File: src/rtl/pps_pkg.sv
package pps_pkg;

  typedef enum logic [1:0] {
    SW_OFF   = 2'd0,
    SW_QUAL  = 2'd1,
    SW_ON    = 2'd2,
    SW_RETRY = 2'd3
  } sw_state_e;

  // Input is inside the valid supply window.
  function automatic logic window_ok(input logic above_uv, input logic above_ov);
    return above_uv & ~above_ov;
  endfunction

  // Condition the power-good timer qualifies, chosen by the strap.
  function automatic logic pg_qualifier(input logic full_window,
                                        input logic above_uv,
                                        input logic above_ov);
    return full_window ? window_ok(above_uv, above_ov) : above_uv;
  endfunction

  // Thermal latch with hysteresis; written as temp + hyst <= trip to avoid underflow.
  function automatic logic thermal_next(input logic        hot_q,
                                        input logic [31:0] temp,
                                        input logic [31:0] trip,
                                        input logic [31:0] hyst);
    if (temp > trip)             return 1'b1;
    else if (temp + hyst <= trip) return 1'b0;
    else                          return hot_q;
  endfunction

endpackage

File: src/rtl/pps_sync.sv
module pps_sync #(
  parameter int           W       = 4,
  parameter logic [W-1:0] RST_VAL = '0
) (
  input  logic         clk,
  input  logic         rst_n,
  input  logic [W-1:0] d_async,
  output logic [W-1:0] q_sync
);
  for (genvar b = 0; b < W; b++) begin : g_bit
    logic meta_q, sync_q;
    always_ff @(posedge clk) begin
      if (!rst_n) begin
        meta_q <= RST_VAL[b];
        sync_q <= RST_VAL[b];
      end else begin
        meta_q <= d_async[b];
        sync_q <= meta_q;
      end
    end
    assign q_sync[b] = sync_q;
  end
endmodule

File: src/rtl/pps_tick.sv
module pps_tick #(
  parameter int DIV = 100000
) (
  input  logic clk,
  input  logic rst_n,
  output logic tick
);
  localparam int CW = (DIV > 1) ? $clog2(DIV) : 1;
  localparam logic [CW-1:0] TOP = CW'(DIV - 1);

  if (DIV > 1) begin : g_div
    logic [CW-1:0] cnt_q;
    always_ff @(posedge clk) begin
      if (!rst_n)            cnt_q <= '0;
      else if (cnt_q == TOP) cnt_q <= '0;
      else                   cnt_q <= cnt_q + 1'b1;
    end
    assign tick = (cnt_q == TOP);
  end else begin : g_pass
    logic run_q;
    always_ff @(posedge clk) run_q <= rst_n;
    assign tick = run_q;
  end
endmodule

File: src/rtl/pps_timer.sv
module pps_timer #(
  parameter int LIMIT = 15
) (
  input  logic clk,
  input  logic rst_n,
  input  logic run,
  input  logic step,
  output logic done
);
  localparam int CW = $clog2(LIMIT + 1);
  localparam logic [CW-1:0] LIM = CW'(LIMIT);

  logic [CW-1:0] cnt_q;

  assign done = (cnt_q == LIM);

  always_ff @(posedge clk) begin
    if (!rst_n || !run)      cnt_q <= '0;
    else if (step && !done)  cnt_q <= cnt_q + 1'b1;
  end
endmodule

File: src/rtl/pwr_path_seq.sv
module pwr_path_seq
  import pps_pkg::*;
#(
  parameter int          PRESCALE    = 100000,
  parameter int          QUAL_TICKS  = 15,
  parameter int          RETRY_TICKS = 15,
  parameter int          PG_TICKS    = 15,
  parameter int          BLANK_CYC   = 1000,
  parameter int          TEMP_W      = 8,
  parameter int unsigned TRIP_C      = 150,
  parameter int unsigned HYST_C      = 40
) (
  input  logic              clk,
  input  logic              rst_n,
  input  logic              en_n,
  input  logic              uv_ok_a,
  input  logic              ov_hi_a,
  input  logic              oc_a,
  input  logic [TEMP_W-1:0] temp_c,
  input  logic              pg_window,
  output logic              pump_en,
  output logic              gp_pu_sel,
  output logic              gp_pd_sel,
  output logic              pgood_pull
);
  localparam int NSYNC = 4;
  localparam logic [NSYNC-1:0] SYNC_RST = NSYNC'(1); // enable reads "off" in reset

  // Synchronized inputs
  logic [NSYNC-1:0] s_q;
  logic en_s, uv_s, ov_s, oc_s;

  pps_sync #(.W(NSYNC), .RST_VAL(SYNC_RST)) u_sync (
    .clk    (clk),
    .rst_n  (rst_n),
    .d_async({oc_a, ov_hi_a, uv_ok_a, en_n}),
    .q_sync (s_q)
  );
  assign en_s = s_q[0];
  assign uv_s = s_q[1];
  assign ov_s = s_q[2];
  assign oc_s = s_q[3];

  // Time base
  logic tick;
  pps_tick #(.DIV(PRESCALE)) u_tick (.clk(clk), .rst_n(rst_n), .tick(tick));

  // Thermal latch
  logic hot;
  always_ff @(posedge clk) begin
    if (!rst_n) hot <= 1'b0;
    else        hot <= thermal_next(hot, 32'(temp_c), 32'(TRIP_C), 32'(HYST_C));
  end

  // Named events
  logic win_ok, allowed, pg_cond;
  logic deb_done, retry_done, blank_done, pg_done, blank_hit;
  sw_state_e st_q, st_d;

  assign win_ok  = window_ok(uv_s, ov_s);
  assign allowed = win_ok & ~en_s & ~hot;
  assign pg_cond = pg_qualifier(pg_window, uv_s, ov_s);

  pps_timer #(.LIMIT(QUAL_TICKS)) u_qual (
    .clk(clk), .rst_n(rst_n), .run(st_q == SW_QUAL), .step(tick), .done(deb_done));

  pps_timer #(.LIMIT(RETRY_TICKS)) u_retry (
    .clk(clk), .rst_n(rst_n), .run(st_q == SW_RETRY), .step(tick), .done(retry_done));

  pps_timer #(.LIMIT(BLANK_CYC)) u_blank (
    .clk(clk), .rst_n(rst_n), .run((st_q == SW_ON) & oc_s), .step(1'b1), .done(blank_done));

  pps_timer #(.LIMIT(PG_TICKS)) u_pg (
    .clk(clk), .rst_n(rst_n), .run(pg_cond), .step(tick), .done(pg_done));

  assign blank_hit = (st_q == SW_ON) & allowed & blank_done;

  // Switch sequencer
  always_comb begin
    st_d = st_q;
    unique case (st_q)
      SW_OFF:   if (allowed) st_d = SW_QUAL;
      SW_QUAL:  if (!allowed) st_d = SW_OFF;
                else if (deb_done) st_d = SW_ON;
      SW_ON:    if (!allowed) st_d = SW_OFF;
                else if (blank_done) st_d = SW_RETRY;
      SW_RETRY: if (!allowed) st_d = SW_OFF;
                else if (retry_done) st_d = SW_ON;
      default:  st_d = SW_OFF;
    endcase
  end

  always_ff @(posedge clk) begin
    if (!rst_n) st_q <= SW_OFF;
    else        st_q <= st_d;
  end

  // Outputs: turn-off paths are combinational on the synchronized flags
  assign pump_en    = (st_q == SW_ON) & allowed;
  assign gp_pu_sel  = en_s;
  assign gp_pd_sel  = ~en_s & uv_s;
  assign pgood_pull = pg_done & pg_cond;

endmodule

File: config.mk
export PLATFORM = sky130hd
export DESIGN_NAME = pwr_path_seq
export DESIGN_NICKNAME = d
export VERILOG_FILES = /design/src/rtl/pps_pkg.sv /design/src/rtl/pps_sync.sv /design/src/rtl/pps_tick.sv /design/src/rtl/pps_timer.sv /design/src/rtl/pwr_path_seq.sv
export SDC_FILE = /design/constraint.sdc
export NUM_CORES = 1
export LEC_CHECK = 0
export ABC_CLOCK_PERIOD_IN_PS = 5380
export BUFFER_PORTS_ARGS = -buffer_cell sky130_fd_sc_hd__buf_4
export CAP_MARGIN = 10
export CORE_MARGIN = 8
export CORE_UTILIZATION = 55
export CTS_CLUSTER_SIZE = 24
export DETAILED_ROUTE_END_ITERATION = 7
export PLACE_DENSITY_LB_ADDON = 0.1
export SYNTH_ARGS = -nofsm -noshare
export SYNTH_HDL_FRONTEND = slang
export SYNTH_SLANG_ARGS = --single-unit
File: constraint.sdc
create_clock -name clk -period 5.38 [get_ports clk]
set_input_delay 1.076 -clock clk [delete_from_list [all_inputs] [get_ports clk]]
set_output_delay 1.076 -clock clk [all_outputs]
set_load 0.01 [all_outputs]
==> metrics.cfg, run 1 <==
[layout]
finalInstanceArea_sq_um = 2450
final_nets = 286
layout_common_cells = dfxtp_1 (50), nor2_1 (26), a21oi_1 (19)
n_antenna_cell = 0
syn_to_final_growth_pct = 12.6
fin_cells = 316
layout-drive-gt1-share_pct = 9.77
fin_util_pct = 62.6
fillCellCount = 371
layout_commonest_cell = dfxtp_1

[pwr]
powerDensity_nw_per_um2 = 267
p_total_uw = 653
seqPwrFrac_pct = 57.9
p_clk_share_pct = 39.1
p_sw_uw = 128
p_sw_share_pct = 19.6
leakagePower_nw = 0.821
intPower_uw = 526
p_comb_share_pct = 3.1
worst_ir_drop_vdd_uv = 160

[clock_network]
cts-buffers-inserted = 5
root_buffer = clkbuf_8
cts_tree = done
clock_path_buffers = 2
htreeDepth = 2
postCtsSetupBuffers = 0
clkTransAtPathRegs_ns = 0.09
hold_buffers = 0
cts-resized-gates = 0
clock_latency_ns = 0.29
clock-sinks = 50

[drt]
drc = 0
drt-wirelength-per-cell_um = 13.1
routed_wl_um = 4140
drtAntennaViolNets = 0
vias_per_cell = 5.64
drtPass1Iterations = 4
num_vias = 1783
dr.first_iter.drc_count = 76

[critical_path]
cp-start-kind = primary input
crit_path_start = pg_window
critPathRequiredTime_ns = 4.30
crit_end = pgood_pull
cp.arrival_ns = 1.51
crit_type = primary input to primary output
critPathMaxStageDelay_ns = 0.18
cpMostUsedCell = buf_4
crit_fanout = 2
r2r_cells = 4
crit_chain = buf_4, nand2_1, and3_1, buf_4
r2r_end = u_qual.cnt_q[2]
rr_startpoint = u_tick.g_div.cnt_q[14]
slowest_stage = and3_1
rrSetupSlack_ns = 3.03
cp-end-kind = primary output

[global_route]
met3_usage_pct = 3.95
grt_busiest_layer = met2
use_met1_pct = 19.3
grt_pass1_vias = 1588
track_usage_pct = 14.0
overflow = 0
grt_pass1_wl_um = 7120
met2_usage_pct = 19.8
grt_max_degree = 21
antenna_found_initial = 0

[synth]
synth_xor_area_share_pct = 7.24
ys_ff_latch = 50
syn-num-nets = 267
synth.area.mux_share_pct = 0.920
synth_top_family_by_area = simple AND/OR/NAND/NOR gates
netlist_instances = 246
seq_area_frac_synth_pct = 46.0
synth_fa_ha_area_share_pct = 3.45
yosysUniqueCellTypes = 32
synth-simple-area-share_pct = 30.1
yosysWarnings = 0
syn_avg_cell_area_sq_um = 8.85
synth_compound_area_share_pct = 10.1
netlist_area_sq_um = 2180

[min_path]
hold_path_class = register to register

[floorplanning]
die_h_um = 78.9
ios = 19
rows = 23
start_util_pct = 55.6
core_region_area_sq_um = 3910
die_w_um = 78.9
die-area_sq_um = 6230

[placed_design]
globalplace.congestion = 0.825
portBuffers = 18
hpwlAfterDp_um = 2930
post_dp_cell_area_sq_um = 2340
dp.cells = 308

[timing]
grt_setup_unrepaired = no
period_share_pct = 48.1
tightest_slew_ns = 1.12
relSlewSlack_pct = 24.6
hold_violations = 0
period_minus_slack_ns = 2.59
tns_ns = 0
max_freq_ghz = 0.386
finalMaxSlewViolations = 0
fin_skew_ns = 0.00818
setup_viol = 0

[run_status]
outcome = finished, final reports clean

[flow_run]
maxCapViolCount = 0

metrics by stage:
stage | hold slack (ns) | worst slack (ns)
floorplan | 0.386 | 2.98
global placement | 0.416 | 2.80
detailed placement | 0.420 | 2.79
CTS | 0.435 | 2.78
global route | 0.450 | 2.71
finish | 0.434 | 2.79
registers in the layout, indices dropped and copies added, names as in the netlist:
name	cells
u_sync.g_bit.sync_q	4
st_q	2
hot	1
u_qual.cnt_q	4
u_retry.cnt_q	4
u_blank.cnt_q	10
u_sync.g_bit.meta_q	4
u_pg.cnt_q	4
u_tick.g_div.cnt_q	17
worst max-delay path: cells and delay by family:
kind          cells  cell delay, ns
buf+inv           2            0.22
simple gates      2            0.23
layer usage:
layer / up-vias / part of all wire (%)
li1: 919 / -
met1: 809 / 52
met2: 48 / 41
met3: 7 / 5.9
met4: 0 / 1.4
met5: - / 0
cell families after synthesis:
logic type,Yosys count
compound gates,40
xor+xnor,18
fa+ha+maj,6
buf+inv,11
flops,50
mux,2
simple gates,119
how the worst min path moves through the flow:
stage | start | slack, ns | depth (start not counted) | endpoint
finish | u_sync.g_bit[2].meta_q | 0.43 | 1 | u_sync.g_bit[2].sync_q
global route | u_sync.g_bit[2].meta_q | 0.45 | 1 | u_sync.g_bit[2].sync_q
CTS | u_sync.g_bit[2].meta_q | 0.44 | 1 | u_sync.g_bit[2].sync_q
detailed placement | u_sync.g_bit[3].meta_q | 0.42 | 1 | u_sync.g_bit[3].sync_q
global placement | u_sync.g_bit[2].meta_q | 0.42 | 1 | u_sync.g_bit[2].sync_q
floorplan | u_sync.g_bit[0].meta_q | 0.39 | 1 | u_sync.g_bit[0].sync_q
power groups by stage:
stage	clock network [mW]	registers (mW)	logic, mW
2_1_floorplan	0	0.386	0.00927
3_3_place_gp	0	0.387	0.0200
3_5_place_dp	0	0.387	0.0201
4_1_cts	0.263	0.378	0.0203
5_1_grt	0.284	0.379	0.0223
6_report	0.255	0.378	0.0200
cell type report:
cell class	instances	area [sq um]	area share (%)
clock buffers	7	76.3	3.11
flip-flops and latches	50	1000	40.8
inverters	5	18.8	0.766
clock inverters	1	30.0	1.23
multi-input cells	185	1130	46.0
well taps	50	62.6	2.55
repair buffers	18	135	5.51
cells in the mapped netlist:
library cell  count  area [sq um]
or3b_2            1          8.76
ha_1              6          75.1
nor3b_1           2          15.0
nand3b_1          4          30.0
mux2i_1           2          20.0
and3b_1           1          8.76
and2_1            7          43.8
xnor2_1          13           114
o211a_1           1          10.0
xor2_1            5          43.8
nand2b_1          5          31.3
or4_1             5          37.5
nor2_1           26          97.6
nand4b_1          3          26.3
dfxtp_1          50          1000
a211oi_1          3          22.5
buf_6             1          11.3
or4bb_1           1          11.3
o21ai_0          14          70.1
nand2_1          11          41.3
nor4_1            3          18.8
inv_1             5          18.8
nand3_1          17          85.1
o31ai_1           3          22.5
a21oi_1          19          95.1
nand4_1           5          31.3
nor3_1           10          50.1
nor2b_1           1          6.26
and3_1            6          37.5
or4_4             1          11.3
clkbuf_1          5          18.8
or3_1            10          62.6
No activity file was read; power rests on OpenSTA's default activity.
==> inputs of run 2 (changes only) <==
Settings changed: ABC_CLOCK_PERIOD_IN_PS 5380 to 2400.
Clock period 5.38 ns to 2.4 ns, I/O delays scaled along.
==> run 2 against run 1 <==
Compared with the run above: critical path depth increased by 1; sequential share of layout area hardly changed; core utilization grew 0.064 points; die area did not move; global-route usage rose by 0.13 points; register-to-register slack worse by 2.9 ns; combinational power rose by 130%; worst setup slack worse by 2.7 ns; via count is 1.9% lower; clock skew decreased by 0.0034 ns; critical path type is now register to register; largest cell class unchanged.
==> metrics.cfg, run 2 (synthesis gave the netlist of run 1 again) <==
[run_status]
outcome = finished, final reports clean

[timing]
max_freq_ghz = 0.442
period_share_pct = 94.3
finalMaxSlewViolations = 0  ; unchanged
tightest_slew_ns = 0.521  ; -0.599 ns
period_minus_slack_ns = 2.26
setup_viol = 0  ; unchanged
grt_setup_unrepaired = no
fin_skew_ns = 0.00482  ; -0.00336 ns
setup_ws_ns = 0.137  ; -2.65 ns
tns_ns = 0  ; unchanged
hold_violations = 0  ; unchanged
relSlewSlack_pct = 65.0  ; +40 points

[floorplanning]
core_region_area_sq_um = 3910  ; unchanged
die-area_sq_um = 6230  ; unchanged
die_h_um = 78.9  ; unchanged
ios = 19  ; unchanged
die_w_um = 78.9  ; unchanged
rows = 23  ; unchanged
start_util_pct = 55.6  ; unchanged

[critical_path]
crit_path_start = u_tick.g_div.cnt_q[13]
critPathRequiredTime_ns = 2.63  ; -1.67 ns
critPathMaxStageDelay_ns = 0.62  ; +0.44 ns
r2r_end = u_pg.cnt_q[3]
worst-path-buf-inv = 1  ; -1
cp-end-kind = register
cp-start-kind = register
slowest_stage = or4_4
rr_startpoint = u_tick.g_div.cnt_q[13]
critical-path-top-delay-family = simple AND/OR/NAND/NOR gates
crit_end = u_pg.cnt_q[3]
crit_type = register to register
crit_fanout = 12  ; +10
rrSetupSlack_ns = 0.14  ; -2.89 ns
cp.arrival_ns = 2.50  ; +0.99 ns
cp.depth = 5  ; +1
crit_chain = or4_1, or4_4, buf_4, or3_1, a21oi_1
r2r_cells = 5  ; +1

[clock_network]
postCtsSetupBuffers = 0  ; unchanged
root_buffer = clkbuf_8
htreeDepth = 2  ; unchanged
cts-buffers-inserted = 5  ; unchanged
clock_latency_ns = 0.30  ; about the same
cts_tree = done
cts-resized-gates = 0  ; unchanged
clkTransAtPathRegs_ns = 0.09  ; about the same
clock-sinks = 50  ; unchanged
hold_buffers = 0  ; unchanged
clock_path_buffers = 2  ; unchanged

[global_route]
overflow = 0  ; unchanged
grt_max_degree = 18  ; -14%
antenna_found_initial = 0  ; unchanged
grt_pass1_vias = 1627  ; +2.5%
track_usage_pct = 14.1  ; +0.13 points
grt_pass1_wl_um = 7190  ; +0.97%

[layout]
regMostFlops = u_tick.g_div.cnt_q
reg_top3 = u_tick.g_div.cnt_q: 17 flops, u_blank.cnt_q: 10 flops
layout_commonest_cell = dfxtp_1
syn_to_final_growth_pct = 12.7
layout-drive-gt1-share_pct = 11.5  ; +1.7 points
final_nets = 290  ; +1.4%
layout_common_cells = dfxtp_1 (50), nor2_1 (26), buf_4 (22)
largest_reg_flops = 17  ; unchanged
finalInstanceArea_sq_um = 2450  ; +0.10%
n_antenna_cell = 0  ; unchanged

[min_path]
hold_path_class = primary input to register
hp-start = en_n

[pwr]
powerDensity_nw_per_um2 = 549  ; +110%
worst_ir_drop_vdd_uv = 406  ; +150%
p_total_mw = 1.35  ; +110%
leakagePower_nw = 0.831  ; +1.2%

[placed_design]
globalplace.congestion = 0.782  ; -5.2%
hpwlAfterDp_um = 2910  ; -0.63%
post_dp_cell_area_sq_um = 2370  ; +1.3%
pre_cts_slack_ns = 0.159  ; -2.63 ns
portBuffers = 18  ; unchanged

[drt]
num_vias = 1749  ; -1.9%
drt-wirelength-per-cell_um = 12.7  ; -3.4%
dr.first_iter.drc_count = 99  ; +30%
routed_wl_um = 4040  ; -2.5%
drc = 0  ; unchanged
drtAntennaViolNets = 0  ; unchanged
vias_per_cell = 5.48  ; -2.8%
drtPass1Iterations = 4  ; unchanged

[flow_run]
maxCapViolCount = 0  ; unchanged

[run 2: cell type report]
| class | instances | area, sq um |
|---|---|---|
| fill | 366 | 1460 |
| multi-input combinational | 185 | 1130 |
| sequential | 50 | 1000 |
| timing repair buffer | 22 | 165 |
| clock buffer | 5 | 68.8 |
| tap | 50 | 62.6 |
| inverter | 5 | 18.8 |
| clock inverter | 2 | 10.0 |
[run 2: routing by layer]
layer / track usage [%] / part of all wire [%]
met5: 0 / 0
met4: 5.00 / 1.1
met3: 5.19 / 5.5
met2: 20.0 / 42
met1: 19.2 / 52
[run 2: how the worst min path moves through the flow]
stage | to | depth (start not counted) | slack (ns)
after floorplan | u_sync.g_bit[0].sync_q | 1 | 0.39
after global placement | u_sync.g_bit[0].sync_q | 1 | 0.39
after detailed placement | u_sync.g_bit[0].sync_q | 1 | 0.39
after CTS | u_sync.g_bit[0].meta_q | 2 | 0.35
after global routing | u_sync.g_bit[0].meta_q | 2 | 0.34
final | u_sync.g_bit[0].meta_q | 2 | 0.36
[run 2: where the power goes]
part           switching (mW)  total (mW)  internal, mW
clock                   0.258       0.454         0.196
combinational          0.0191      0.0459        0.0268
sequential            0.00753       0.848         0.840
total                   0.285        1.35          1.06
[run 2: through the flow]
| stage | utilization (%) | hold slack (ns) | instances |
|---|---|---|---|
| 2_1_floorplan | - | 0.386 | 246 |
| 3_3_place_gp | 60.7 | 0.392 | 312 |
| 3_5_place_dp | 60.7 | 0.393 | 312 |
| 4_1_cts | 62.7 | 0.349 | 319 |
| 5_1_grt | 62.7 | 0.340 | 319 |
| 6_report | 62.7 | 0.358 | 319 |
==> inputs of run 3 (changes only) <==
Settings changed: CORE_UTILIZATION 55 to 58.
==> run 3 against run 2 <==
Compared with the run above: cell area increased by 1.3%; clock skew rose by 0.0031 ns; largest cell class unchanged; non-clock buffer count unchanged; maximum frequency shrank 0.31%; critical path type unchanged.
==> metrics.cfg, run 3 (synthesis gave the netlist of run 1 again) <==
[min_path]
min_path_cells = 2  ; unchanged
hold_path_class = primary input to register
holdPathEnd = u_sync.g_bit[0].meta_q
hp-start = en_n

[layout]
fillCellCount = 299  ; -18%
layout_commonest_cell = dfxtp_1
final_nets = 290  ; unchanged
reg_top3 = u_tick.g_div.cnt_q: 17 flops, u_blank.cnt_q: 10 flops
n_antenna_cell = 0  ; unchanged
fin_util_pct = 68.4  ; +5.7 points
fin_cells = 317  ; -0.63%
layout-drive-gt1-share_pct = 11.5  ; unchanged
finalInstanceArea_sq_um = 2480  ; +1.3%
layout_common_cells = dfxtp_1 (50), nor2_1 (26), buf_4 (22)
regMostFlops = u_tick.g_div.cnt_q
largest_reg_flops = 17  ; unchanged
syn_to_final_growth_pct = 14.1

[placed_design]
portBuffers = 18  ; unchanged
hpwlAfterDp_um = 2900  ; -0.58%
post_dp_cell_area_sq_um = 2370  ; -0.11%
pre_cts_slack_ns = 0.144  ; -0.0150 ns
dp.cells = 310  ; -0.64%
globalplace.congestion = 0.809  ; +3.4%

[pwr]
p_clk_share_pct = 40.0  ; +6.3 points
p_comb_share_pct = 3.0  ; -0.4 points
seqPwrFrac_pct = 57.0  ; -5.9 points
p_sw_share_pct = 19.3  ; -1.9 points
p_total_mw = 1.49  ; +10%
p_sw_uw = 286  ; +0.56%
intPower_mw = 1.20  ; +13%
leakagePower_nw = 0.845  ; +1.6%
worst_ir_drop_vdd_uv = 515  ; +27%
powerDensity_nw_per_um2 = 598  ; +8.9%

[critical_path]
cp-end-kind = register
cp.arrival_ns = 2.50  ; about the same
cpMostUsedCell = or4_1
r2r_cells = 4  ; -1
slowest_stage = or4_4
critPathMaxStageDelay_ns = 0.63  ; about the same
critical-path-top-delay-family = simple AND/OR/NAND/NOR gates
rrSetupSlack_ns = 0.13  ; about the same
crit_chain = or4_1, or4_4, or4_1, a21oi_1
critPathRequiredTime_ns = 2.63  ; about the same
r2r_end = u_qual.cnt_q[3]
crit_fanout = 13  ; +1
rr_startpoint = u_tick.g_div.cnt_q[13]
worst-path-buf-inv = 0  ; -1
crit_type = register to register
cp-start-kind = register

[drt]
drtAntennaViolNets = 0  ; unchanged
drc = 0  ; unchanged
dr.first_iter.drc_count = 93  ; -6.1%
drt-wirelength-per-cell_um = 12.6  ; -0.39%
vias_per_cell = 5.45  ; -0.58%
drtPass1Iterations = 4  ; unchanged
routed_wl_um = 4000  ; -1.0%
num_vias = 1728  ; -1.2%

[timing]
setup_viol = 0  ; unchanged
max_freq_ghz = 0.440  ; -0.31%
finalMaxSlewViolations = 0  ; unchanged
hold-worst-slack_ns = 0.368  ; +0.00947 ns
tightest_slew_ns = 0.583  ; +0.0618 ns
period_minus_slack_ns = 2.27  ; +0.00702 ns
hold_violations = 0  ; unchanged
grt_setup_unrepaired = no
period_share_pct = 94.6  ; +0.29 points
fin_skew_ns = 0.00790  ; +0.00308 ns
setup_ws_ns = 0.130  ; -0.00702 ns
tns_ns = 0  ; unchanged
relSlewSlack_pct = 60.8  ; -4.2 points

[global_route]
grt_max_degree = 18  ; unchanged
antenna_found_initial = 0  ; unchanged
grt_pass1_wl_um = 7070  ; -1.6%
track_usage_pct = 14.1  ; -0.038 points
grt_pass1_vias = 1684  ; +3.5%
overflow = 0  ; unchanged

[clock_network]
root_buffer = clkbuf_8
clock_latency_ns = 0.30  ; about the same
hold_buffers = 0  ; unchanged
cts-resized-gates = 0  ; unchanged
cts_tree = done
htreeDepth = 2  ; unchanged
cts-buffers-inserted = 5  ; unchanged
postCtsSetupBuffers = 0  ; unchanged
clock-sinks = 50  ; unchanged
clock_path_buffers = 2  ; unchanged
clkTransAtPathRegs_ns = 0.08  ; about the same

[floorplanning]
core_region_area_sq_um = 3630  ; -7.2%
die_h_um = 77.3  ; -2.1%
die-area_sq_um = 5970  ; -4.1%
rows = 22  ; -4.3%
start_util_pct = 59.9  ; +4.3 points
ios = 19  ; unchanged
die_w_um = 77.3  ; -2.1%

[flow_run]
maxCapViolCount = 0  ; unchanged

[run_status]
outcome = finished, final reports clean

run 3: cell count changes in the layout (fill, tap and decap cells not counted), sizes merged:
cell,before,now
clkinv,2,0
bufinv,0,1
clkbuf,5,6
run 3: worst max-delay path by stage:
stage                            from               end  slack (ns)  depth (start not counted)
2_1_floorplan  u_tick.g_div.cnt_q[14]   u_qual.cnt_q[3]        0.18                          5
3_3_place_gp   u_tick.g_div.cnt_q[13]   u_qual.cnt_q[3]        0.20                          4
3_5_place_dp   u_tick.g_div.cnt_q[13]   u_qual.cnt_q[3]        0.14                          4
4_1_cts        u_tick.g_div.cnt_q[13]  u_retry.cnt_q[3]        0.13                          5
5_1_grt        u_tick.g_div.cnt_q[13]  u_retry.cnt_q[3]       0.002                          5
6_report       u_tick.g_div.cnt_q[13]   u_qual.cnt_q[3]        0.13                          4
run 3: layout make-up:
| cell class | count | area, sq um | area share, % |
|---|---|---|---|
| clock inverters | 1 | 30.0 | 1.21 |
| flip-flops and latches | 50 | 1000 | 40.3 |
| well taps | 48 | 60.1 | 2.42 |
| repair buffers | 22 | 165 | 6.65 |
| inverters | 5 | 18.8 | 0.755 |
| clock buffers | 6 | 82.6 | 3.32 |
| multi-input cells | 185 | 1130 | 45.4 |
run 3: power by group through the flow:
| stage | logic [mW] | registers (mW) | clock network, mW |
|---|---|---|---|
| after detailed placement | 0.0458 | 0.867 | 0 |
| after global routing | 0.0498 | 0.850 | 0.635 |
| after global placement | 0.0457 | 0.867 | 0 |
| final | 0.0450 | 0.848 | 0.594 |
| after floorplan | 0.0208 | 0.865 | 0 |
| after CTS | 0.0459 | 0.848 | 0.608 |
run 3: metal layers:
metal | share of wire, % | track usage, % | up-vias
met5 | 0 | 0 | -
met4 | 1.7 | 6.23 | 0
met3 | 3.4 | 4.78 | 7
met2 | 46 | 23.0 | 26
met1 | 49 | 16.2 | 776
li1 | - | - | 919
